--- src/rtl/xcvr_pkg.sv ---
package xcvr_pkg;

    localparam int unsigned XCVR_DEF_WIDTH = 18;
    localparam int unsigned XCVR_NDIR      = 2;

    // control bundle for one direction
    typedef struct packed {
        logic pass;
        logic strobe;
        logic strobe_en_n;
        logic drive_n;
    } path_ctl_t;

    // what the storage cell does this cycle
    typedef enum logic [1:0] {
        OP_HOLD  = 2'd0,
        OP_TRACK = 2'd1,
        OP_LOAD  = 2'd2
    } cell_op_t;

    // transparent select has priority over an enabled falling strobe
    function automatic cell_op_t pick_op(input logic pass,
                                         input logic fell,
                                         input logic strobe_en_n);
        cell_op_t op;
        if (pass)
            op = OP_TRACK;
        else if (fell && !strobe_en_n)
            op = OP_LOAD;
        else
            op = OP_HOLD;
        return op;
    endfunction

endpackage

--- src/rtl/xcvr_edge.sv ---
module xcvr_edge (
    input  logic clk,
    input  logic rst,
    input  logic strobe,
    output logic fell
);
    logic strobe_q;

    // previous sample cleared in reset, so a strobe held high through reset
    // is not taken for a falling edge at release
    always_ff @(posedge clk) begin
        if (rst)
            strobe_q <= 1'b0;
        else
            strobe_q <= strobe;
    end

    assign fell = strobe_q & ~strobe;

endmodule

--- src/rtl/xcvr_cell.sv ---
module xcvr_cell
    import xcvr_pkg::*;
#(
    parameter int unsigned WIDTH = XCVR_DEF_WIDTH
) (
    input  logic             clk,
    input  logic             rst,
    input  cell_op_t         op,
    input  logic [WIDTH-1:0] din,
    output logic [WIDTH-1:0] dout
);
    logic [WIDTH-1:0] held_q;

    always_ff @(posedge clk) begin
        if (rst) begin
            held_q <= '0;
        end else begin
            unique case (op)
                OP_TRACK: held_q <= din;
                OP_LOAD:  held_q <= din;
                default:  held_q <= held_q;
            endcase
        end
    end

    // live input shown while transparent, stored word otherwise
    assign dout = (op == OP_TRACK) ? din : held_q;

endmodule

--- src/rtl/xcvr_drive.sv ---
module xcvr_drive
    import xcvr_pkg::*;
#(
    parameter int unsigned WIDTH = XCVR_DEF_WIDTH
) (
    input  logic             rst,
    input  logic             drive_n,
    output logic [WIDTH-1:0] oe
);
    logic drive_on;

    assign drive_on = ~drive_n & ~rst;

    for (genvar i = 0; i < WIDTH; i++) begin : g_bit
        assign oe[i] = drive_on;
    end

endmodule

--- src/rtl/xcvr_path.sv ---
module xcvr_path
    import xcvr_pkg::*;
#(
    parameter int unsigned WIDTH = XCVR_DEF_WIDTH
) (
    input  logic             clk,
    input  logic             rst,
    input  path_ctl_t        ctl,
    input  logic [WIDTH-1:0] src,
    output logic [WIDTH-1:0] dst,
    output logic [WIDTH-1:0] dst_oe
);
    logic     fell;
    cell_op_t op;

    xcvr_edge u_edge (
        .clk    (clk),
        .rst    (rst),
        .strobe (ctl.strobe),
        .fell   (fell)
    );

    assign op = pick_op(ctl.pass, fell, ctl.strobe_en_n);

    xcvr_cell #(.WIDTH(WIDTH)) u_cell (
        .clk  (clk),
        .rst  (rst),
        .op   (op),
        .din  (src),
        .dout (dst)
    );

    xcvr_drive #(.WIDTH(WIDTH)) u_drive (
        .rst     (rst),
        .drive_n (ctl.drive_n),
        .oe      (dst_oe)
    );

endmodule

--- src/rtl/univ_xcvr.sv ---
module univ_xcvr
    import xcvr_pkg::*;
#(
    parameter int unsigned WIDTH = XCVR_DEF_WIDTH
) (
    input  logic             clk,
    input  logic             rst,
    input  logic [WIDTH-1:0] a_in,
    output logic [WIDTH-1:0] a_out,
    output logic [WIDTH-1:0] a_oe,
    input  logic [WIDTH-1:0] b_in,
    output logic [WIDTH-1:0] b_out,
    output logic [WIDTH-1:0] b_oe,
    input  logic             ab_pass,
    input  logic             ab_strobe,
    input  logic             ab_strobe_en_n,
    input  logic             ab_drive_n,
    input  logic             ba_pass,
    input  logic             ba_strobe,
    input  logic             ba_strobe_en_n,
    input  logic             ba_drive_n
);
    localparam int unsigned NDIR = XCVR_NDIR;

    // index 0: A towards B, index 1: B towards A
    path_ctl_t        ctl_w [NDIR];
    logic [WIDTH-1:0] src_w [NDIR];
    logic [WIDTH-1:0] dst_w [NDIR];
    logic [WIDTH-1:0] oe_w  [NDIR];

    assign ctl_w[0] = '{pass: ab_pass, strobe: ab_strobe,
                        strobe_en_n: ab_strobe_en_n, drive_n: ab_drive_n};
    assign ctl_w[1] = '{pass: ba_pass, strobe: ba_strobe,
                        strobe_en_n: ba_strobe_en_n, drive_n: ba_drive_n};
    assign src_w[0] = a_in;
    assign src_w[1] = b_in;

    for (genvar d = 0; d < NDIR; d++) begin : g_dir
        xcvr_path #(.WIDTH(WIDTH)) u_path (
            .clk    (clk),
            .rst    (rst),
            .ctl    (ctl_w[d]),
            .src    (src_w[d]),
            .dst    (dst_w[d]),
            .dst_oe (oe_w[d])
        );
    end

    assign b_out = dst_w[0];
    assign b_oe  = oe_w[0];
    assign a_out = dst_w[1];
    assign a_oe  = oe_w[1];

endmodule

--- config.mk ---
export PLATFORM = sky130hd
export DESIGN_NAME = univ_xcvr
export DESIGN_NICKNAME = d
export VERILOG_FILES = /design/src/rtl/xcvr_pkg.sv /design/src/rtl/xcvr_edge.sv /design/src/rtl/xcvr_cell.sv /design/src/rtl/xcvr_drive.sv /design/src/rtl/xcvr_path.sv /design/src/rtl/univ_xcvr.sv
export SDC_FILE = /design/constraint.sdc
export NUM_CORES = 1
export LEC_CHECK = 0
export CORE_MARGIN = 2
export CORE_UTILIZATION = 45
export CTS_BUF_LIST = sky130_fd_sc_hd__clkbuf_2 sky130_fd_sc_hd__clkbuf_4 sky130_fd_sc_hd__clkbuf_8
export CTS_CLUSTER_DIAMETER = 30
export DETAILED_ROUTE_END_ITERATION = 12
export PLACE_DENSITY_LB_ADDON = 0.08
export SYNTH_ARGS = -nofsm -noshare
export SYNTH_HDL_FRONTEND = slang
export SYNTH_SLANG_ARGS = --single-unit
--- constraint.sdc ---
create_clock -name clk -period 4.5 [get_ports clk]
set_input_delay 1.35 -clock clk [delete_from_list [all_inputs] [get_ports clk]]
set_output_delay 1.35 -clock clk [all_outputs]
set_load 0.02 [all_outputs]
== Word level (Yosys, flattened, before mapping) ==
Index checks and enable logic that the tools add are counted.
W data, S select, Z words.
Cells by class
  equality and inequality tests: 4
  muxes and demuxes: 6
  bitwise gates (word level): 9
  reductions and logical operators: 6
Operator list (count)
  $mux W18: 2
  $mux W2: 4
  $not A1 Y1: 5
  $and A1 B1 Y1: 4
  $eq A2 B1 Y1 const B: 2
  $eq A2 B2 Y1 const B: 2
  $reduce_or A2 Y1: 2
  $logic_and A1 B1 Y1: 2
  $logic_not A1 Y1: 2
Storage, ports and cells
  register bits: 38
  bits of input ports: 46
  output and inout port bits: 72
  logic and storage cells: 29

== Longest topological paths before layout ==
Gate-level depths: netlist of run 1.
  word-level depth: 7
  depth in mapped cells: 5
  depth with buffers taken out: 3

== Hierarchy ==
Synthesis of run 1 repeated with hierarchy kept, for this count alone.
Second synthesis, totals
  cell total of the unflattened synthesis: 206
  area total of the unflattened synthesis: 2237.1 um2
Modules (own cells, without submodules)
  xcvr_cell: instances 2, cells each 80, area an instance 932.1 um2, seq. area each 360.3 um2
  xcvr_drive: instances 2, cells each 19, area an instance 138.9 um2, seq. area each 0.0 um2
  xcvr_edge: instances 2, cells each 3, area an instance 35.0 um2, seq. area each 20.0 um2
  xcvr_path: instances 2, cells each 1, area an instance 12.5 um2, seq. area each 0.0 um2

== Worst setup path after synthesis of run 1 ==
Ideal clock, no wire load.
  kind: input -> output
  from: in rst
  to: out a_oe[0]
  arrival: 2.386 ns
  data required time: 3.150 ns
  slack: 0.764 ns
  stages: 3
  buffers on the path: 2
  cells stage by stage: clkbuf_1 nor2_1 buf_4
Between the ends
  word-level cells in the longest chain between the ends: 2
Ends and longest elaborated chain
  start, declared: RTL line univ_xcvr.sv:7  | input logic rst,
  $not A1 Y1: RTL line xcvr_drive.sv:12  | assign drive_on = ~drive_n & ~rst;
  $and A1 B1 Y1: RTL line xcvr_drive.sv:12
  end, declared: RTL line univ_xcvr.sv:10  | output logic [WIDTH-1:0] a_oe,
No other way between the ends.

== Worst setup path in the final report of run 1 ==
  from: in ab_pass
  to: out b_out[14]
Between the ends
  word-level cells in the longest chain between the ends: 3
Ends and longest elaborated chain
  start, declared: RTL line univ_xcvr.sv:14  | input logic ab_pass,
  $mux W2: RTL line xcvr_pkg.sv:26  | if (pass)
  $eq A2 B1 Y1: RTL line xcvr_cell.sv:27  | assign dout = (op == OP_TRACK) ? din : held_q;
  $mux W18: RTL line xcvr_cell.sv:27
  end, declared: RTL line univ_xcvr.sv:12  | output logic [WIDTH-1:0] b_out,
No other way between the ends.

==> impl_metrics.sql, run 1 <==
INSERT INTO impl_metrics (metric_group, metric, value, unit) VALUES
('outcome', 'run_status', 'finished, final reports clean', ''),
('cts', 'tritoncts_clock_tree', 'yes', ''),
('detailed_routing', 'drt_pass1_iterations', '4', ''),
('cts', 'clockRootBuffer', 'sky130_fd_sc_hd__clkbuf_8', ''),
('grt', 'initial_antenna_violation_count', '0', ''),
('die', 'row_count', '26', ''),
('worst_setup_path', 'critPathSlowestCell', 'sky130_fd_sc_hd__clkdlybuf4s50_1', ''),
('die', 'floorplan.core_area', '5140', 'um^2'),
('sta', 'drv_slew', '0', ''),
('cts', 'cts_buffer_depth', '2', ''),
('grt', 'grt_start_max_net_pins', '54', ''),
('placement', 'placed_cell_area', '3350', 'um^2'),
('sta', 'slew-limit-headroom', '0.555', ''),
('sta', 'finClkSkew', '4.28', 'ps'),
('power_and_ir_drop', 'p_leak', '1.37', 'nW'),
('yosys', 'synth.largest_area_cell', 'sky130_fd_sc_hd__dfxtp_1', ''),
('yosys', 'ys_seq_area_frac', '0.314', ''),
('grt', 'grt_first_pass_wirelength', '8180', 'um'),
('cells_and_area', 'layout.cells.most_common_list', '116 x sky130_fd_sc_hd__clkdlybuf4s50_1, 72 x sky130_fd_sc_hd__nand2b_1, 38 x sky130_fd_sc_hd__dfxtp_1, 36 x sky130_fd_sc_hd__mux2_2, 36 x sky130_fd_sc_hd__mux2i_1', ''),
('detailed_routing', 'detail-route-antenna-nets', '0', ''),
('yosys', 'ys_types', '12', ''),
('cells_and_area', 'fraction_of_final_layout_cells_sized_beyond_drive_strength_1', '0.168', ''),
('cells_and_area', 'mostFrequentLayoutCell', 'sky130_fd_sc_hd__clkdlybuf4s50_1', ''),
('worst_setup_path', 'crit_family', 'buffers and inverters', ''),
('grt', 'grt_total_ovfl', '0', ''),
('die', 'fp.dieArea', '5990', 'um^2'),
('worst_setup_path', 'critPathBufInv', '3', ''),
('power_and_ir_drop', 'vdd_drop_max', '0.000114', 'V'),
('placement', 'io_buffer_count', '117', ''),
('flow_run', 'timing.max_cap.violations', '0', ''),
('yosys', 'post_synth.cell_area_avg', '10.0', 'um^2'),
('sta', 'worst_slew_pin_slew', '668', 'ps'),
('sta', 'timing.setup.tns', '0', 'ps'),
('yosys', 'postSynthRegisterBits', '38', ''),
('placement', 'dp_hpwl', '3470', 'um'),
('hold_path', 'worst_hold_path_type', 'flip-flop to flip-flop', ''),
('cts', 'clock_sink_total', '38', ''),
('cts', 'cts_setup_buffers', '0', ''),
('die', 'die_width', '77.4', 'um'),
('worst_setup_path', 'worstPathRequired', '3150', 'ps'),
('grt', 'gr-usage-all-layers', '0.167', ''),
('hold_path', 'worst_hold_startpoint', 'g_dir[1].u_path.u_cell.held_q[4]', ''),
('detailed_routing', 'routed_wire_length_per_instance', '12.4', 'um'),
('die', 'fp.dieH', '77.4', 'um'),
('cells_and_area', 'synthToLayoutAreaGrowth', '42.3', '%'),
('cts', 'cts-buffers-inserted', '5', ''),
('worst_setup_path', 'end_kind', 'output pin', ''),
('placement', 'globalplace.congestion', '0.746', ''),
('worst_setup_path', 'start_to_end_type_of_the_worst_setup_path', 'input pin to output pin', ''),
('cells_and_area', 'num-nets-final', '367', ''),
('cts', 'cts_max_level', '2', ''),
('detailed_routing', 'drt-initial-drc-count', '28', ''),
('detailed_routing', 'via_cell_ratio', '4.58', ''),
('sta', 'rsz0062_at_grt', 'no', ''),
('detailed_routing', 'totalWireLength', '4850', 'um'),
('yosys', 'post_synthesis_cell_count', '242', ''),
('grt', 'first_global_vias', '1792', ''),
('cells_and_area', 'stdcell_area', '3450', 'um^2'),
('sta', 'period_share', '0.955', ''),
('worst_setup_path', 'critical_path_peak_fanout', '19', ''),
('sta', 'finalCriticalPeriod', '4300', 'ps'),
('cts', 'cts_repair_resize_count', '0', ''),
('detailed_routing', 'number_of_vias_in_the_routed_layout', '1794', ''),
('sta', 'highest_clock_rate', '233', 'MHz'),
('yosys', 'synth_area', '2420', 'um^2'),
('worst_setup_path', 'critical_path.reg2reg.startpoint', 'g_dir[0].u_path.u_edge.strobe_q', ''),
('sta', 'setup_viol_count_final', '0', ''),
('worst_setup_path', 'timing.critical_path.cells', 'clkdlybuf4s50_1 -> buf_12 -> mux2_2 -> clkdlybuf4s50_1', ''),
('worst_setup_path', 'crit_path_max_incr_delay', '540', 'ps'),
('yosys', 'synth_warnings', '0', ''),
('detailed_routing', 'drc', '0', '');
## cells by family (layout without fill, tap and decap cells)
family                 Yosys count  in the layout  share of synthesized area
AND/OR/NAND/NOR                 78             78                      0.197
multiplexers                    72             72                      0.316
buffers and inverters           52            132                      0.166
flip-flops                      38             38                      0.314
AO/OA/AOI/OAI                    2              2                    0.00723
## registers in the layout, summed over array words and instances, names as in the netlist
signal                        flops
g_dir.u_path.u_cell.held_q       36
g_dir.u_path.u_edge.strobe_q      2
## through the flow
stage               total power, mW  instances  hold WS [ps]  setup slack (ps)
floorplan                     0.560        242           449               764
global placement              0.672        384           460               216
detailed placement            0.674        384           465               214
CTS                           0.925        392           479               207
global route                  0.956        392           497               172
finish                        0.913        392           475               202
## cell type report
cell class,instances,area [um^2]
tap,70,87.6
sequential,38,761
timing repair buffer,124,1240
multi-input combinational,152,1260
clock buffer,7,90.1
clock inverter,1,5.00
fill,468,1690
## where the power goes
group	switching [mW]	internal [mW]	total, mW
clock	0.118	0.130	0.248
combinational	0.128	0.167	0.295
sequential	0.0112	0.359	0.370
total	0.258	0.656	0.913
## synth_stat cells
library cell / number
sky130_fd_sc_hd__nand2b_1: 72
sky130_fd_sc_hd__buf_4: 38
sky130_fd_sc_hd__dfxtp_1: 38
sky130_fd_sc_hd__mux2_2: 36
sky130_fd_sc_hd__mux2i_1: 36
sky130_fd_sc_hd__clkbuf_1: 7
sky130_fd_sc_hd__buf_6: 4
sky130_fd_sc_hd__nor2_1: 4
sky130_fd_sc_hd__a21oi_2: 2
sky130_fd_sc_hd__buf_12: 2
sky130_fd_sc_hd__nor2b_1: 2
sky130_fd_sc_hd__buf_2: 1
## layer usage
| layer | vias up | track usage | part of all wire |
|---|---|---|---|
| met2 | 62 | 0.275 | 0.45 |
| met5 | - | 0 | 0 |
| met3 | 7 | 0.0453 | 0.067 |
| met4 | 0 | 0.0696 | 0.016 |
| li1 | 913 | - | - |
| met1 | 812 | 0.206 | 0.47 |
## worst reg2reg max path, delay by kind of cell, from the launching register on
kind            cells  cell delay, ps
flops               1             310
buf+inv             1             320
mux                 1             190
compound gates      1             540
## final timing paths
kind	endpoint	slack (ps)	depth (start not counted)
setup reg to reg	g_dir[0].u_path.u_cell.held_q[3]	3060	3
hold reg to reg	g_dir[1].u_path.u_cell.held_q[4]	470	2
hold / removal	g_dir[1].u_path.u_cell.held_q[4]	470	2
setup / recovery	b_out[14]	200	4
Power figures use the tool's default switching activity.
==> run 2, diff against run 1 <==
Settings changed: SLEW_MARGIN from default to 20.
==> results of run 2 <==
The final DEF is identical to that of run 1; final timing and power are the same.
==> run 3, diff against run 2 <==
Settings changed: CELL_PAD_IN_SITES_DETAIL_PLACEMENT from default to 1, CELL_PAD_IN_SITES_GLOBAL_PLACEMENT from default to 1, CORE_UTILIZATION 45 to 33.
==> impl_metrics.sql, run 3 (synthesized netlist as in run 1, its figures left out) <==
INSERT INTO impl_metrics (metric_group, metric, value, unit) VALUES
('grt', 'grt_start_max_net_pins', '61', ''),
('cts', 'clock_insertion_delay_worst_skew', '280', 'ps'),
('sta', 'timing.setup.tns', '0', 'ps'),
('die', 'fp.dieArea', '8050', 'um^2'),
('cells_and_area', 'num-nets-final', '367', ''),
('cts', 'cts-buffers-inserted', '5', ''),
('worst_setup_path', 'timing.critical_path.cells', 'clkdlybuf4s50_1 -> buf_12 -> mux2_2 -> clkdlybuf4s50_1', ''),
('detailed_routing', 'totalWireLength', '5480', 'um'),
('flow_run', 'timing.max_cap.violations', '0', ''),
('worst_setup_path', 'crit_path_max_incr_delay', '540', 'ps'),
('detailed_routing', 'drc', '0', ''),
('placement', 'io_buffer_count', '117', ''),
('sta', 'rsz0062_at_grt', 'no', ''),
('power_and_ir_drop', 'vdd_drop_max', '0.0000971', 'V'),
('worst_setup_path', 'critPathSlowestCell', 'sky130_fd_sc_hd__clkdlybuf4s50_1', ''),
('detailed_routing', 'routed_wire_length_per_instance', '13.0', 'um'),
('grt', 'gr-usage-all-layers', '0.138', ''),
('power_and_ir_drop', 'p_leak', '1.37', 'nW'),
('worst_setup_path', 'timing.reg2reg.worst_path_depth', '3', ''),
('sta', 'period_share', '0.951', ''),
('die', 'row_count', '31', ''),
('die', 'top_level_ports', '118', ''),
('hold_path', 'whs_path_depth', '2', ''),
('sta', 'finalCriticalPeriod', '4280', 'ps'),
('detailed_routing', 'via_cell_ratio', '4.35', ''),
('cells_and_area', 'largest_register_ffs', '36', ''),
('cells_and_area', 'layout.cells.most_common_list', '116 x sky130_fd_sc_hd__clkdlybuf4s50_1, 72 x sky130_fd_sc_hd__nand2b_1, 38 x sky130_fd_sc_hd__dfxtp_1, 36 x sky130_fd_sc_hd__mux2_2, 36 x sky130_fd_sc_hd__mux2i_1', ''),
('cells_and_area', 'mostFrequentLayoutCell', 'sky130_fd_sc_hd__clkdlybuf4s50_1', ''),
('power_and_ir_drop', 'power.density_cell_area', '261', 'nW/um^2'),
('worst_setup_path', 'critical_path_peak_fanout', '19', ''),
('sta', 'slew-limit-headroom', '0.711', ''),
('cts', 'cts_setup_buffers', '0', ''),
('sta', 'worst_slew_pin_slew', '433', 'ps'),
('cells_and_area', 'largest_register', 'g_dir.u_path.u_cell.held_q', ''),
('cts', 'clockRootBuffer', 'sky130_fd_sc_hd__clkbuf_8', ''),
('sta', 'setup_viol_count_final', '0', ''),
('detailed_routing', 'drt_pass1_iterations', '4', ''),
('sta', 'drv_slew', '0', ''),
('grt', 'first_global_vias', '1916', ''),
('die', 'floorplan.core_area', '7180', 'um^2'),
('placement', 'dp_hpwl', '3910', 'um'),
('cts', 'clock_sink_total', '38', ''),
('cts', 'tritoncts_clock_tree', 'yes', ''),
('hold_path', 'worst_hold_path_type', 'flip-flop to flip-flop', ''),
('cts', 'cts_repair_resize_count', '0', ''),
('grt', 'grt_first_pass_wirelength', '9180', 'um'),
('cts', 'cts_max_level', '2', ''),
('worst_setup_path', 'worstPathRequired', '3150', 'ps'),
('sta', 'hold_viol_final', '0', ''),
('sta', 'finClkSkew', '3.92', 'ps'),
('sta', 'highest_clock_rate', '234', 'MHz'),
('detailed_routing', 'drt-initial-drc-count', '40', ''),
('die', 'die_width', '89.7', 'um'),
('power_and_ir_drop', 'finalPower', '910', 'uW'),
('cts', 'count_of_hold_fix_buffers_inserted_at_cts', '0', ''),
('cts', 'clk_pin_slew_worst_paths', '70', 'ps'),
('worst_setup_path', 'critical-path-top-cell-by-count', 'sky130_fd_sc_hd__clkdlybuf4s50_1', ''),
('cells_and_area', 'synthToLayoutAreaGrowth', '43.8', '%'),
('grt', 'grt_total_ovfl', '0', ''),
('cts', 'cts_buffer_depth', '2', ''),
('cells_and_area', 'fraction_of_final_layout_cells_sized_beyond_drive_strength_1', '0.168', ''),
('grt', 'initial_antenna_violation_count', '0', ''),
('outcome', 'run_status', 'finished, final reports clean', ''),
('detailed_routing', 'detail-route-antenna-nets', '0', ''),
('detailed_routing', 'number_of_vias_in_the_routed_layout', '1833', ''),
('worst_setup_path', 'startpoint_type', 'input pin', ''),
('worst_setup_path', 'timing.critical_path.arrival', '2930', 'ps'),
('die', 'fp.dieH', '89.7', 'um'),
('die', 'initial_utilization', '0.338', ''),
('cells_and_area', 'largest_registers', 'g_dir.u_path.u_cell.held_q x36, g_dir.u_path.u_edge.strobe_q x2', ''),
('worst_setup_path', 'start_to_end_type_of_the_worst_setup_path', 'input pin to output pin', ''),
('cells_and_area', 'num_antenna_cells', '0', ''),
('worst_setup_path', 'end_kind', 'output pin', ''),
('placement', 'globalplace.congestion', '0.659', '');
## run 3: cell count changes in the layout (fill, tap and decap cells not counted)
cell                         delta
sky130_fd_sc_hd__buf_2          +1
sky130_fd_sc_hd__clkbuf_2       -1
sky130_fd_sc_hd__clkbuf_4       -1
sky130_fd_sc_hd__clkinvlp_4     +1
## run 3: worst paths after layout
check | to | start | slack [ps]
setup / recovery | b_out[9] | ab_pass | 220
setup reg to reg | g_dir[1].u_path.u_cell.held_q[10] | g_dir[1].u_path.u_edge.strobe_q | 3200
hold reg to reg | g_dir[0].u_path.u_cell.held_q[11] | g_dir[0].u_path.u_cell.held_q[11] | 480
hold / removal | g_dir[0].u_path.u_cell.held_q[11] | g_dir[0].u_path.u_cell.held_q[11] | 480
## run 3: cell type report
cell class,instances,area (um^2)
multi-input combinational,152,1260
sequential,38,761
fill,792,3690
tap,99,124
clock inverter,2,12.5
clock buffer,6,82.6
timing repair buffer,124,1240
## run 3: through the flow
stage,std cells,instance area [um^2],util,hold WS [ps],setup WS (ps)
2_1_floorplan,242,2420,-,449,764
3_3_place_gp,413,3390,0.472,460,216
3_5_place_dp,413,3390,0.472,470,212
4_1_cts,421,3480,0.486,486,203
5_1_grt,421,3480,0.486,502,163
6_report,421,3480,0.486,479,221
## run 3: routing by layer
layer	GRT usage	vias up	part of all wire
li1	-	910	-
met1	0.181	853	0.47
met2	0.217	68	0.46
met3	0.0394	2	0.070
met4	0.0462	0	0.0058
met5	0	-	0
## run 3: where the power goes
group | leakage, nW | total [mW] | switching, mW | internal (mW)
sequential | 0.314 | 0.370 | 0.0113 | 0.359
clock | 0.0472 | 0.243 | 0.120 | 0.123
combinational | 1.01 | 0.298 | 0.130 | 0.167
total | 1.37 | 0.910 | 0.262 | 0.649
## run 3: worst max-delay path, delay by kind of cell
family,cells,cell delay [ps]
mux,1,360
buf+inv,3,1220
